### config.mk
export PLATFORM = sky130hd
export DESIGN_NAME = stop_clock_ctrl
export DESIGN_NICKNAME = d
export VERILOG_FILES = /design/src/rtl/sgc_pkg.sv /design/src/rtl/sgc_fsm.sv /design/src/rtl/sgc_evt_latch.sv /design/src/rtl/sgc_init_pulse.sv /design/src/rtl/stop_clock_ctrl.sv
export SDC_FILE = /design/constraint.sdc
export NUM_CORES = 1
export LEC_CHECK = 0
export ABC_CLOCK_PERIOD_IN_PS = 2350
export BUFFER_PORTS_ARGS = -buffer_cell sky130_fd_sc_hd__buf_4
export CAP_MARGIN = 20
export CORE_AREA = 2 2 45 47
export DETAILED_ROUTE_END_ITERATION = 16
export DIE_AREA = 0 0 47 49
export PLACE_DENSITY_LB_ADDON = 0.1
export SYNTH_ARGS = -nofsm -noshare
export SYNTH_HDL_FRONTEND = slang
export SYNTH_SLANG_ARGS = --single-unit
### constraint.sdc
create_clock -name clk -period 2.35 [get_ports clk]
set_clock_uncertainty 0.05 [all_clocks]
set_input_delay 0.47 -clock clk [delete_from_list [all_inputs] [get_ports clk]]
set_output_delay 0.47 -clock clk [all_outputs]
set_load 0.01 [all_outputs]
### src/rtl/sgc_pkg.sv
package sgc_pkg;

  localparam int EVT_N = 4;

  typedef enum logic [2:0] {
    ST_RUN   = 3'd0,
    ST_HALT  = 3'd1,
    ST_ISSUE = 3'd2,
    ST_WAIT  = 3'd3,
    ST_STOP  = 3'd4,
    ST_SNOOP = 3'd5
  } sgc_state_e;

  // state the controller goes back to when the stop request is dropped
  function automatic sgc_state_e home_state(input logic from_halt);
    return from_halt ? ST_HALT : ST_RUN;
  endfunction

  function automatic logic is_running(input sgc_state_e s);
    return (s == ST_RUN) || (s == ST_HALT);
  endfunction

  // merge new events into held flags; a clear wipes everything
  function automatic logic [EVT_N-1:0] merge_events(input logic [EVT_N-1:0] held,
                                                    input logic [EVT_N-1:0] evt,
                                                    input logic take,
                                                    input logic wipe);
    if (wipe) return '0;
    if (take) return held | evt;
    return held;
  endfunction

endpackage

### src/rtl/sgc_fsm.sv
module sgc_fsm
  import sgc_pkg::*;
#(
  parameter int ENTRY_DELAY = 20,
  localparam int CW = (ENTRY_DELAY > 1) ? $clog2(ENTRY_DELAY) : 1
) (
  input  logic          clk,
  input  logic          rst_n,
  input  logic          stpclk_req_n,
  input  logic          halted,
  input  logic          ack_resp,
  input  logic          snoop_req,
  input  logic          snoop_done,
  output sgc_state_e    state,
  output logic [CW-1:0] wait_cnt,
  output logic          delay_hit
);

  localparam logic [CW-1:0] LAST = CW'(ENTRY_DELAY - 1);

  sgc_state_e nxt;
  logic       from_halt;

  assign delay_hit = (wait_cnt == LAST);

  always_comb begin
    nxt = state;
    unique case (state)
      ST_RUN, ST_HALT: begin
        if (!stpclk_req_n)      nxt = ST_ISSUE;
        else if (halted)        nxt = ST_HALT;
        else                    nxt = ST_RUN;
      end
      ST_ISSUE: begin
        if (ack_resp)           nxt = stpclk_req_n ? home_state(from_halt) : ST_WAIT;
      end
      ST_WAIT: begin
        if (stpclk_req_n)       nxt = home_state(from_halt);
        else if (delay_hit)     nxt = ST_STOP;
      end
      ST_STOP: begin
        if (snoop_req)          nxt = ST_SNOOP;
        else if (stpclk_req_n)  nxt = home_state(from_halt);
      end
      ST_SNOOP: begin
        if (snoop_done)         nxt = ST_STOP;
      end
      default:                  nxt = ST_RUN;
    endcase
  end

  always_ff @(posedge clk or negedge rst_n) begin
    if (!rst_n) begin
      state     <= ST_RUN;
      from_halt <= 1'b0;
      wait_cnt  <= '0;
    end else begin
      state <= nxt;
      if (is_running(state) && !stpclk_req_n)
        from_halt <= (state == ST_HALT);
      if (state == ST_WAIT && nxt == ST_WAIT)
        wait_cnt <= wait_cnt + 1'b1;
      else
        wait_cnt <= '0;
    end
  end

endmodule

### src/rtl/sgc_evt_latch.sv
module sgc_evt_latch
  import sgc_pkg::*;
#(
  parameter int N = EVT_N
) (
  input  logic         clk,
  input  logic         rst_n,
  input  logic [N-1:0] evt_in,
  input  logic         capture,
  input  logic         wipe,
  output logic [N-1:0] pend
);

  for (genvar i = 0; i < N; i++) begin : g_bit
    always_ff @(posedge clk or negedge rst_n) begin
      if (!rst_n) pend[i] <= 1'b0;
      else        pend[i] <= merge_events(N'(pend[i]) << i, N'(evt_in[i]) << i,
                                          capture, wipe) >> i;
    end
  end

endmodule

### src/rtl/sgc_init_pulse.sv
module sgc_init_pulse (
  input  logic clk,
  input  logic rst_n,
  input  logic cpu_reset,
  output logic core_init
);

  logic seen_q;

  always_ff @(posedge clk or negedge rst_n) begin
    if (!rst_n) begin
      seen_q    <= 1'b0;
      core_init <= 1'b0;
    end else begin
      seen_q    <= cpu_reset;
      core_init <= cpu_reset & ~seen_q;
    end
  end

endmodule

### src/rtl/stop_clock_ctrl.sv
module stop_clock_ctrl
  import sgc_pkg::*;
#(
  parameter int ENTRY_DELAY = 20
) (
  input  logic             clk,
  input  logic             rst_n,
  input  logic             stpclk_req_n,
  input  logic             halted,
  input  logic             ack_resp,
  input  logic             snoop_req,
  input  logic             snoop_done,
  input  logic             cpu_reset,
  input  logic [EVT_N-1:0] evt_in,
  input  logic             pend_ack,
  output logic [2:0]       state_o,
  output logic             ack_cycle_req,
  output logic             stop_granted,
  output logic             snoop_grant,
  output logic             core_init,
  output logic [EVT_N-1:0] evt_out,
  output logic [EVT_N-1:0] pend_flags,
  output logic             pend_valid
);

  localparam int CW = (ENTRY_DELAY > 1) ? $clog2(ENTRY_DELAY) : 1;

  sgc_state_e    state;
  logic [CW-1:0] wait_cnt;
  logic          delay_hit;
  logic          running;
  logic          capture;
  logic          wipe;

  sgc_fsm #(.ENTRY_DELAY(ENTRY_DELAY)) u_fsm (
    .clk          (clk),
    .rst_n        (rst_n),
    .stpclk_req_n (stpclk_req_n),
    .halted       (halted),
    .ack_resp     (ack_resp),
    .snoop_req    (snoop_req),
    .snoop_done   (snoop_done),
    .state        (state),
    .wait_cnt     (wait_cnt),
    .delay_hit    (delay_hit)
  );

  assign running = is_running(state);
  assign capture = ~running;
  assign wipe    = pend_valid & pend_ack;

  sgc_evt_latch #(.N(EVT_N)) u_latch (
    .clk     (clk),
    .rst_n   (rst_n),
    .evt_in  (evt_in),
    .capture (capture),
    .wipe    (wipe),
    .pend    (pend_flags)
  );

  sgc_init_pulse u_init (
    .clk       (clk),
    .rst_n     (rst_n),
    .cpu_reset (cpu_reset),
    .core_init (core_init)
  );

  assign state_o       = state;
  assign ack_cycle_req = (state == ST_ISSUE);
  assign stop_granted  = (state == ST_STOP);
  assign snoop_grant   = (state == ST_SNOOP);
  assign pend_valid    = running & (|pend_flags);
  assign evt_out       = running ? evt_in : '0;

endmodule

**After elaboration in Yosys (flattened, before gate mapping)**

Cells that the tools add are included.

- Output and inout port bits: 16
- Word-level logic and storage cells: 62
- Register bits after elaboration: 15
- Input bits: 13

- Equality and inequality tests: 7
- Muxes and demuxes: 29
- Bitwise logic cells: 8
- Reduce and logical (&&, ||, !) cells: 8
- Add/sub/neg operators: 1

Operators with widths:

| operator | count |
|---|---|
| $mux W3 | 11 |
| $mux W4 | 5 |
| $pmux W3 S5 | 1 |
| $eq A3 B2 Y1 const B | 3 |
| $mux W1 | 8 |
| $eq A3 B3 Y1 const B | 2 |
| $mux W2 | 3 |
| $add A5 B1 Y5 const B | 1 |
| $eq A5 B5 Y1 const B | 1 |
| $mux W5 | 1 |
| $or A4 B4 Y4 | 1 |
| $reduce_or A4 Y1 | 1 |
| $and A1 B1 Y1 | 3 |
| $eq A3 B1 Y1 const B | 1 |
| $logic_not A3 Y1 | 1 |
| $or A3 B3 Y3 | 1 |
| $logic_and A1 B1 Y1 | 2 |
| $or A2 B2 Y2 | 1 |
| $reduce_bool A2 Y1 | 1 |
| $reduce_or A2 Y1 | 1 |
| $logic_not A1 Y1 | 1 |
| $logic_or A1 B1 Y1 | 1 |
| $not A1 Y1 | 1 |
| $or A1 B1 Y1 | 1 |

**Logic depth before layout (Yosys ltp)**

Gate-level depths: netlist (run 1).

- Depth in word-level cells: 8
- Mapped depth: 4
- Mapped depth without buffers: 4

**Cells and area by module**

From an unflattened synthesis (run 1), not the netlist that was laid out.

- Cells, all modules: 79
- Area total of the unflattened synthesis: 782.0 µm²

Modules (own cells, without submodules):

| module | seq. area each (µm²) | times used | cells an instance | area each (µm²) |
|---|---|---|---|---|
| sgc_fsm | 225.2 | 1 | 52 | 500.5 |
| sgc_evt_latch | 100.1 | 1 | 12 | 135.1 |
| stop_clock_ctrl | 0.0 | 1 | 12 | 82.6 |
| sgc_init_pulse | 50.0 | 1 | 3 | 63.8 |

**Worst setup path after synthesis (run 1)**

Ideal clock, no wire load.

- Path type: reg2out
- Start point: register u_fsm.state[1]
- End point: output pend_valid
- Arrival: 0.956 ns
- Slack: 0.874 ns
- Data required time: 1.830 ns
- Buffers on the path: 1
- Cell stages (with the launch flop): 4
- Cell sequence: dfrtp_1 or2_1 buf_2 nor2_1

- Cells in the longest elaborated chain, start to end: 3
- Elaborated cells on any way between the ends: 4
- Those cells by class: 1 x eq/ne; 1 x bitwise; 2 x reduce/logical

RTL lines:

| element | line | source |
|---|---|---|
| start: declaration | sgc_fsm.sv:14 | `output sgc_state_e state,` |
| start signal: assignment | sgc_fsm.sv:58 | `state <= nxt;` |
| $eq A3 B1 Y1 / $logic_not A3 Y1 (equally long branches) | sgc_pkg.sv:20 | `return (s == ST_RUN) \|\| (s == ST_HALT);` |
| $logic_or A1 B1 Y1 * | sgc_pkg.sv:20 |  |
| $and A1 B1 Y1 * | stop_clock_ctrl.sv:72 | `assign pend_valid = running & (\|pend_flags);` |
| end: declaration | stop_clock_ctrl.sv:23 | `output logic pend_valid` |

Every way passes the cells marked *; elsewhere a longest branch is shown, timed or not.

**Final worst setup path (run 1)**

Ends and elaborated chain as after synthesis.

==> results.md, run 1 <==
- In this run the power density over the cells is 737 nW/um2.
- The net total in the final layout is 121.
- In this run the worst path has a maximum fanout of 13.
- The count of buffers from port buffering is 28.
- The synthesized design contains 15 register bits.
- The number of sinks handled by clock tree synthesis is 15.
- Synthesis handed over a netlist of between 70 and 80 instances.
- The worst-case IR drop observed on VDD is around 0.32 mV.
- The repair_antennas step left the layout with diodes totalling 0.
- The leakage power summed over all cells is around 0.00049 uW.
- The initial utilization of the core area, before any placement, comes to 42.5%.
- Counting distinct cell types in the post-synthesis netlist gives 30.
- The number of placement rows is 16.
- Sequential elements use 47.9% of the synthesized area.
- The routed design has 1.63 mm of wire.
- The highest clock frequency the design can meet is 518 MHz.
- The worst min-delay path class is primary input to flop.
- The remaining design rule violation count is 0.
- Summing all non-filler instances in the final layout gives an area of around 1000 um2.
- The DRC marker count from the first detailed-route iteration is 9.
- For the final routed database, the setup TNS stands at 0 ps.
- The setup slack of the worst register-to-register path is between 800 and 900 ps.
- The endpoint identified for the worst register-to-register timing path is u_fsm.from_halt$_DFFE_PN0P_.
- The type of the worst setup path is flop to output port.
- The final core utilization is 56.6%.
- The logic depth of the worst register-to-register path is 3.
- The floorplan step defined a die boundary enclosing 2300 um2.
- The cell area after technology mapping is ~800 um2.
- The TritonCTS clock tree is done.
- The max-slew headroom at the worst pin is 76.6%.
- Setup repair after global routing left no endpoint under its margin.
- The worst endpoint required time is 1830 ps.
- The flow ran to the end, and the final reports show no timing, DRC or antenna violations.
- The filler cell count is between 150 and 200.
- Summing all placed instances gives a cell area of 1000 um2.
- The fraction of final layout cells with drive strength greater than 1 is approximately 33%.
- Dividing the final minimum period by the clock period gives 82.1%.
- Buffers inserted during clock tree synthesis total 3.
- Max-cap violations in this run came to 0.
- The total count of hold-check failures in the final report was 0.
- The warning count from the yosys run is 0.
- Global routing finished with a remaining overflow of 0.
- The number of nets in the synthesized netlist is between 90 and 100.
- The average wire length per cell after detail routing is between 10 and 15 um.
- The type of element capturing the critical path is an output port.
- The die is 49 um tall.
- Following the worst setup path forward leads to its endpoint at pend_valid.
- The clock edge transition at the registers on the reported setup and hold paths is 100 ps.
- For this block, the via count after detailed routing is approximately 640.
- The worst setup path is launched from a flop.
- The arrival time of data at the critical path endpoint is between 1000 and 1500 ps.
- The post-CTS setup repair buffer count is 0.
- The number of endpoints failing setup at the final stage is 0.
- 29 I/O pins were placed.
- The floorplan die width is 47 um.
- The average cell area after synthesis is 10.2 um2.
- The critical path startpoint is u_fsm.state[1]$_DFF_PN0_.
- The clock insertion delay at the later pin of the skew report is 300 ps.
- The detailed-route vias per instance is 4.84.
- Entering global routing, the biggest net connects 16 pins.
- The number of global-route vias before repair is 640.
- The startpoint identified for the worst register-to-register timing path is u_fsm.state[1]$_DFF_PN0_.
- The number of antenna violations at the first check in global routing is 0.
- For the pin with the worst max-slew slack, the measured transition is approximately 350 ps.
- The root buffer cell chosen for the clock tree is clkbuf_4.
- The shortest clock period the worst path allows after layout is between 1500 and 2000 ps.
- The congestion estimate from routability-driven global placement came to 0.745.
- The first global-routing pass estimated 2.72 mm of wire.
- Counting along the longest clock path gives a buffer depth of 2.
- The number of nets with antenna violations after detailed routing is 0.
- For this run, the detailed router's first-pass iteration total came to 4.
- Detailed placement ended at an HPWL of 1.18 mm.
- CTS built an H-tree with a depth of 1.
- The core region is 1840 um2.
- Global routing used 16.6% of the available tracks.
- Relative to the synthesized area, the layout overhead comes to 33.1%.
- The number of max-slew violations in the final report is 0.
worst min-delay path by stage:
| stage | slack [ps] | to | cells past startpoint | start |
|---|---|---|---|---|
| floorplan | 120 | u_fsm.from_halt$_DFFE_PN0P_ | 0 | rst_n |
| global placement | 290 | u_fsm.wait_cnt[2]$_DFF_PN0_ | 1 | rst_n |
| detailed placement | 290 | u_fsm.wait_cnt[2]$_DFF_PN0_ | 1 | rst_n |
| CTS | 220 | u_init.seen_q$_DFF_PN0_ | 1 | cpu_reset |
| global route | 210 | u_init.seen_q$_DFF_PN0_ | 1 | cpu_reset |
| finish | 230 | u_init.seen_q$_DFF_PN0_ | 1 | cpu_reset |
layer usage:
layer  track usage, %  vias to the layer above  share of wire (%)
met5                0                        -                  0
met4             8.33                        0                1.8
met3             3.33                        3                5.0
met2             24.7                       20                 47
met1             22.3                      296                 47
li1                 -                      325                  -
final cells by class:
type	count	area (um2)	area share [%]
flip-flops and latches	15	375	36.0
inverters	5	18.8	1.80
well taps	27	33.8	3.24
repair buffers	29	220	21.1
clock inverters	1	7.51	0.720
multi-input cells	53	364	34.9
clock buffers	3	22.5	2.16
worst max-delay path: stages, from the launching register on:
cell and delay [ps]:
dfrtp_1 510, or2_1 350, nor2_1 130, buf_4 130
power by group:
group | switching [uW] | leakage [uW] | internal (uW) | total, uW
Clock | 93.0 | 0.0000139 | 64.9 | 158
Combinational | 108 | 0.000298 | 143 | 250
Sequential | 58.7 | 0.000183 | 302 | 360
Total | 260 | 0.000495 | 509 | 769
cell families after synthesis:
group | count (synthesis) | share of synthesized area [%]
adder cells (fa/ha/maj) | 1 | 1.60
XOR/XNOR | 2 | 2.24
buffers and inverters | 9 | 5.59
multiplexers | 1 | 1.44
AND/OR/NAND/NOR | 33 | 27.6
flip-flops | 15 | 47.9
AO/OA/AOI/OAI | 16 | 13.6
sequential cells by signal (all words and copies together), names as in the netlist:
register,cells
u_fsm.wait_cnt,5
u_latch.pend,4
u_fsm.state,3
u_fsm.from_halt,1
u_init.core_init,1
u_init.seen_q,1
synth_stat cells:
cell | instances | area, um2
a22o_1 | 4 | 35.0
nor4_1 | 1 | 6.26
xnor2_1 | 1 | 8.76
nand3_1 | 1 | 5.00
a21oi_1 | 5 | 25.0
and2_1 | 4 | 25.0
buf_4 | 2 | 15.0
nor2b_1 | 3 | 18.8
nor2_1 | 7 | 26.3
nand2_1 | 1 | 3.75
ha_1 | 1 | 12.5
mux2_2 | 1 | 11.3
o21ba_2 | 1 | 10.0
and4bb_1 | 1 | 12.5
nand2b_1 | 2 | 12.5
or2_4 | 1 | 8.76
nand3b_1 | 2 | 15.0
or2_1 | 1 | 6.26
a32oi_1 | 1 | 8.76
inv_1 | 5 | 18.8
and3b_1 | 3 | 26.3
buf_2 | 2 | 10.0
and2b_1 | 1 | 7.51
nor3b_1 | 3 | 22.5
dfrtp_1 | 15 | 375
nand4b_1 | 1 | 8.76
nand4bb_1 | 1 | 11.3
o211ai_1 | 1 | 7.51
xor2_1 | 1 | 8.76
o21ai_0 | 4 | 20.0
cells in the final DEF, fill, tap and decap left out, drive strengths merged, types with 2 or more instances in the layout:
cell type	Yosys	final
nand2b	2	2
clkbuf	0	3
nor2b	3	3
nand3b	2	2
and3b	3	3
nor3b	3	3
dfrtp	15	15
a22o	4	4
a21oi	5	5
or2	2	2
buf	4	28
nor2	7	7
and2	4	4
inv	5	5
o21ai	4	4
per-stage QoR:
| step | hold WS [ps] | cells | setup WS (ps) | power (uW) |
|---|---|---|---|---|
| after floorplan | 124 | 77 | 874 | 493 |
| after global placement | 288 | 128 | 784 | 613 |
| after detailed placement | 289 | 128 | 766 | 613 |
| after CTS | 220 | 133 | 420 | 779 |
| after global routing | 207 | 133 | 310 | 827 |
| final | 228 | 133 | 421 | 769 |
repair_timing:
item | 4_1_cts | 5_1_grt
hold endpoints to repair | 15 | 0
gates resized for setup | 0 | 0
endpoints found under the setup margin | 0 | 0
hold buffers | 1 | 0
Note: power is estimated with default switching activity, not from simulation.
==> run 2: changes to the inputs <==
--- a/config.mk
+++ b/config.mk
@@ -5,12 +5,12 @@
 export SDC_FILE = /design/constraint.sdc
 export NUM_CORES = 1
 export LEC_CHECK = 0
-export ABC_CLOCK_PERIOD_IN_PS = 2350
+export ABC_CLOCK_PERIOD_IN_PS = 1770
 export BUFFER_PORTS_ARGS = -buffer_cell sky130_fd_sc_hd__buf_4
 export CAP_MARGIN = 20
-export CORE_AREA = 2 2 45 47
+export CORE_AREA = 2 2 47 49
 export DETAILED_ROUTE_END_ITERATION = 16
-export DIE_AREA = 0 0 47 49
+export DIE_AREA = 0 0 49 51
 export PLACE_DENSITY_LB_ADDON = 0.1
 export SYNTH_ARGS = -nofsm -noshare
 export SYNTH_HDL_FRONTEND = slang
==> constraint.sdc (replaced) <==
create_clock -name clk -period 1.77 [get_ports clk]
set_clock_uncertainty 0.05 [all_clocks]
set_input_delay 0.354 -clock clk [delete_from_list [all_inputs] [get_ports clk]]
set_output_delay 0.354 -clock clk [all_outputs]
set_load 0.01 [all_outputs]
==> run 2 against run 1 <==
Effect of this change: largest power group unchanged; register-to-register slack got worse by 500 ps; non-clock buffer count did not move; combinational power rose by 35%; critical endpoint unchanged; first-iteration DRC count fell by 22%; critical path depth did not move; die area rose by 8.5%.
==> results.md, run 2 (same netlist as run 1, synthesis figures left out) <==
- The number of global-route vias before repair is 591.
- Data arrives at the worst endpoint at 1310 ps.
- In the final layout, the registers with the most flip-flops are u_fsm.wait_cnt x5, u_latch.pend x4, u_fsm.state x3.
- The area growth from synthesis to layout is 34.5%.
- In this run switching power makes up 32.2% of total power.
- In this run the number of H-tree levels came out at 1.
- The worst register-to-register path has a setup slack of 370 ps.
- The total of max-cap violations is 0.
- The capture point of the critical path is pend_valid.
- The flow ran to the end, and the final reports show no timing, DRC or antenna violations.
- In this run, the number of DRC markers left after iteration 0 of detailed routing was 7.
- The post-layout total power is 1010 uW.
- The number of antenna violations at the first check in global routing is 0.
- The met1 track demand over resource in global routing is 17.9%.
- The worst setup timing slack at the placement stage is ~300 ps.
- The share of power burned in combinational logic is 33.4%.
- The count of boundary I/O pins is 29.
- The type of element capturing the critical path is an output port.
- The number of placement rows is 17.
- The met3 track demand over resource in global routing is 4.39%.
- The number of nets with antenna violations after detailed routing is 0.
- The global-route congestion overflow total is 0.
- The critical register-to-register path startpoint is u_fsm.wait_cnt[0]$_DFF_PN0_.
- The core region is roughly 2100 um2.
- The register with the most flip-flops in the final layout is u_fsm.wait_cnt.
- The standard cell area after detailed placement is around 1000 um2.
- Buffers added to address setup during post-CTS repair amount to 0.
- The number of max-slew violations in the final report is 0.
- The critical path startpoint is u_fsm.state[1]$_DFF_PN0_.
- The sum of routed wire length over all layers is 1.55 mm.
- Sequential cells burn ~48% of the power.
- The worst endpoint required time is between 1000 and 1500 ps.
- In the layout the commonest cells are buf_4, dfrtp_1, nor2_1.
- TritonCTS built the clock tree.
- The power density relative to cell area is 958 nW/um2.
- The critical path launch point type is a flop.
- The most heavily used metal layer in global routing is met2.
- The average wire length per cell after detail routing is 11.5 um.
- The remaining design rule violation count is 0.
- The total count of hold-check failures in the final report came to 0.
- The first TritonRoute pass finished after 4 iterations.
- The number of sinks handled by clock tree synthesis is 15.
- TritonCTS created 3 clock buffers.
- The number of instances in the placed design is between 100 and 150.
- The count of buffers added on input and output ports is 28.
- The worst voltage drop across the vdd grid is 0.597 mV.
- The total vias in the final route is 643.
- The worst min-delay path class is primary input to flop.
- The count of cells in the finished layout, fillers not included, comes to 134.
- Together, buffers and inverters on the worst path number 1.
- Clock latency on the worst-skew pair, taken at its later pin, is 280 ps.
- The power dissipated by switching net loads is 325 uW.
- The largest stage delay on the critical path is about 500 ps.
- Entering global routing, the biggest net connects 16 pins.
- The number of antenna repair diodes is 0.
- Once the floorplan was initialized, standard cells occupied 38.0% of the core.
- The wire length of the first global-routing pass is roughly 2.6 mm.
- The root buffer cell chosen for the clock tree is clkbuf_4.
- The cell class contributing the biggest share of worst-path delay is flip-flops.
- For the worst flop-to-flop path, the logic depth is 4.
- The met2 usage is 21.7%.
- The post-DP HPWL is 1.14 mm.
- The final period utilization is between 90 and 100%.
- Clock-pin slew was measured on the worst setup and hold paths at 90 ps.
- The flip-flop count of the largest register, all copies and words added is 5.
- For the pin with the worst max-slew slack, the measured transition is slightly above 300 ps.
- The highest clock frequency the design can meet is a little under 600 MHz.
- The fraction of final layout cells with drive strength greater than 1 is 37.7%.
- The total internal power is ~680 uW.
- Setup repair after global routing could not meet its margin everywhere.
- The type of the worst setup path is flop to output port.
- The worst register-to-register path ends at u_fsm.wait_cnt[2]$_DFF_PN0_.
- The global router's overall resource usage is 13.7%.
- Measured on the finished design, the core utilization comes to about half.
- The die extent in y is 51 um.
- The net total in the final layout is about 120.
- The most common cell after layout, fill and taps aside is buf_4.
- The die covers 2500 um2.
- The largest fanout on the critical path is 13.
- The share of total power dissipated in the clock network is 18.9%.
- The finished layout cell area is between 1000 and 1500 um2.
- Summed over all cells, the static leakage comes to 0.000500 uW.
- The floorplan die width is 49 um.
- The critical path goes through or2_4, nor2_1, buf_4.
- No sink is reached through more buffers than the 2 on the longest clock path.
- The max-slew headroom at the worst pin is between 70% and 80%.
- The library cell contributing the largest single delay on the critical path is dfrtp_2.
- The instance count on the critical path is 3.
- The least setup slack across all paths after layout is 58.3 ps.
- Routability-driven placement finished with a final weighted congestion of around 0.76.
- Using the TritonRoute via totals, the vias-per-cell ratio works out to between 4 and 5.
- Setup violations remaining at the end of the flow were counted as 0.
- The worst path needs 1710 ps of the cycle, external delays included.
run 2: cell types whose count changed in the layout (fill, tap and decap cells not counted):
| cell | previous run | this run |
|---|---|---|
| or2_4 | 1 | 2 |
| clkinv_2 | 0 | 1 |
| nor3b_1 | 3 | 2 |
| clkinvlp_4 | 1 | 0 |
| dfrtp_1 | 15 | 13 |
| nor3b_2 | 0 | 1 |
| dfrtp_2 | 0 | 2 |
| nor2_1 | 7 | 6 |
| nor2_2 | 0 | 1 |
| or2_1 | 1 | 0 |
run 2: stage by stage:
stage / TNS [ps] / hold WS [ps]
2_1_floorplan: 0 / 8.41
3_3_place_gp: 0 / 169
3_5_place_dp: 0 / 171
4_1_cts: 0 / 119
5_1_grt: -62.1 / 107
6_report: 0 / 132
run 2: power groups by stage:
stage               clock, uW  combinational [uW]  sequential (uW)
finish                    191                 337              481
global route              226                 373              493
CTS                       204                 333              478
detailed placement          0                 330              483
global placement            0                 330              482
floorplan                   0                 178              476
run 2: layout make-up:
type	count	area [um2]
clock buffers	3	22.5
clock inverters	1	5.00
fillers	199	1010
inverters	5	18.8
multi-input cells	53	374
flip-flops and latches	15	378
well taps	28	35.0
repair buffers	29	220
run 2: what timing repair did:
action                                  in CTS  in global routing
gates resized for setup                      2                  3
hold buffers                                 1                  0
hold endpoints to repair                    15                  0
endpoints found under the setup margin       1                  7
run 2: worst reg2reg max path: stages, from the launching register on:
cell and delay [ps]:
dfrtp_1 410, ha_1 250, and4bb_1 250, or2_4 280
nor2_1 100
run 2: routing by layer:
layer	share of wire, %	vias to the layer above	routed length, um
met5	0	-	0
met4	0.65	0	10
met3	4.5	2	69
met2	47	18	731
met1	47	297	734
li1	-	326	-
run 2: worst min-delay path by stage:
stage	from	end	slack, ps	cells after the start
2_1_floorplan	rst_n	u_fsm.from_halt$_DFFE_PN0P_	8	0
6_report	cpu_reset	u_init.seen_q$_DFF_PN0_	130	1
3_3_place_gp	rst_n	u_fsm.state[2]$_DFF_PN0_	170	1
4_1_cts	cpu_reset	u_init.seen_q$_DFF_PN0_	120	1
5_1_grt	cpu_reset	u_init.seen_q$_DFF_PN0_	110	1
3_5_place_dp	rst_n	u_fsm.state[2]$_DFF_PN0_	170	1
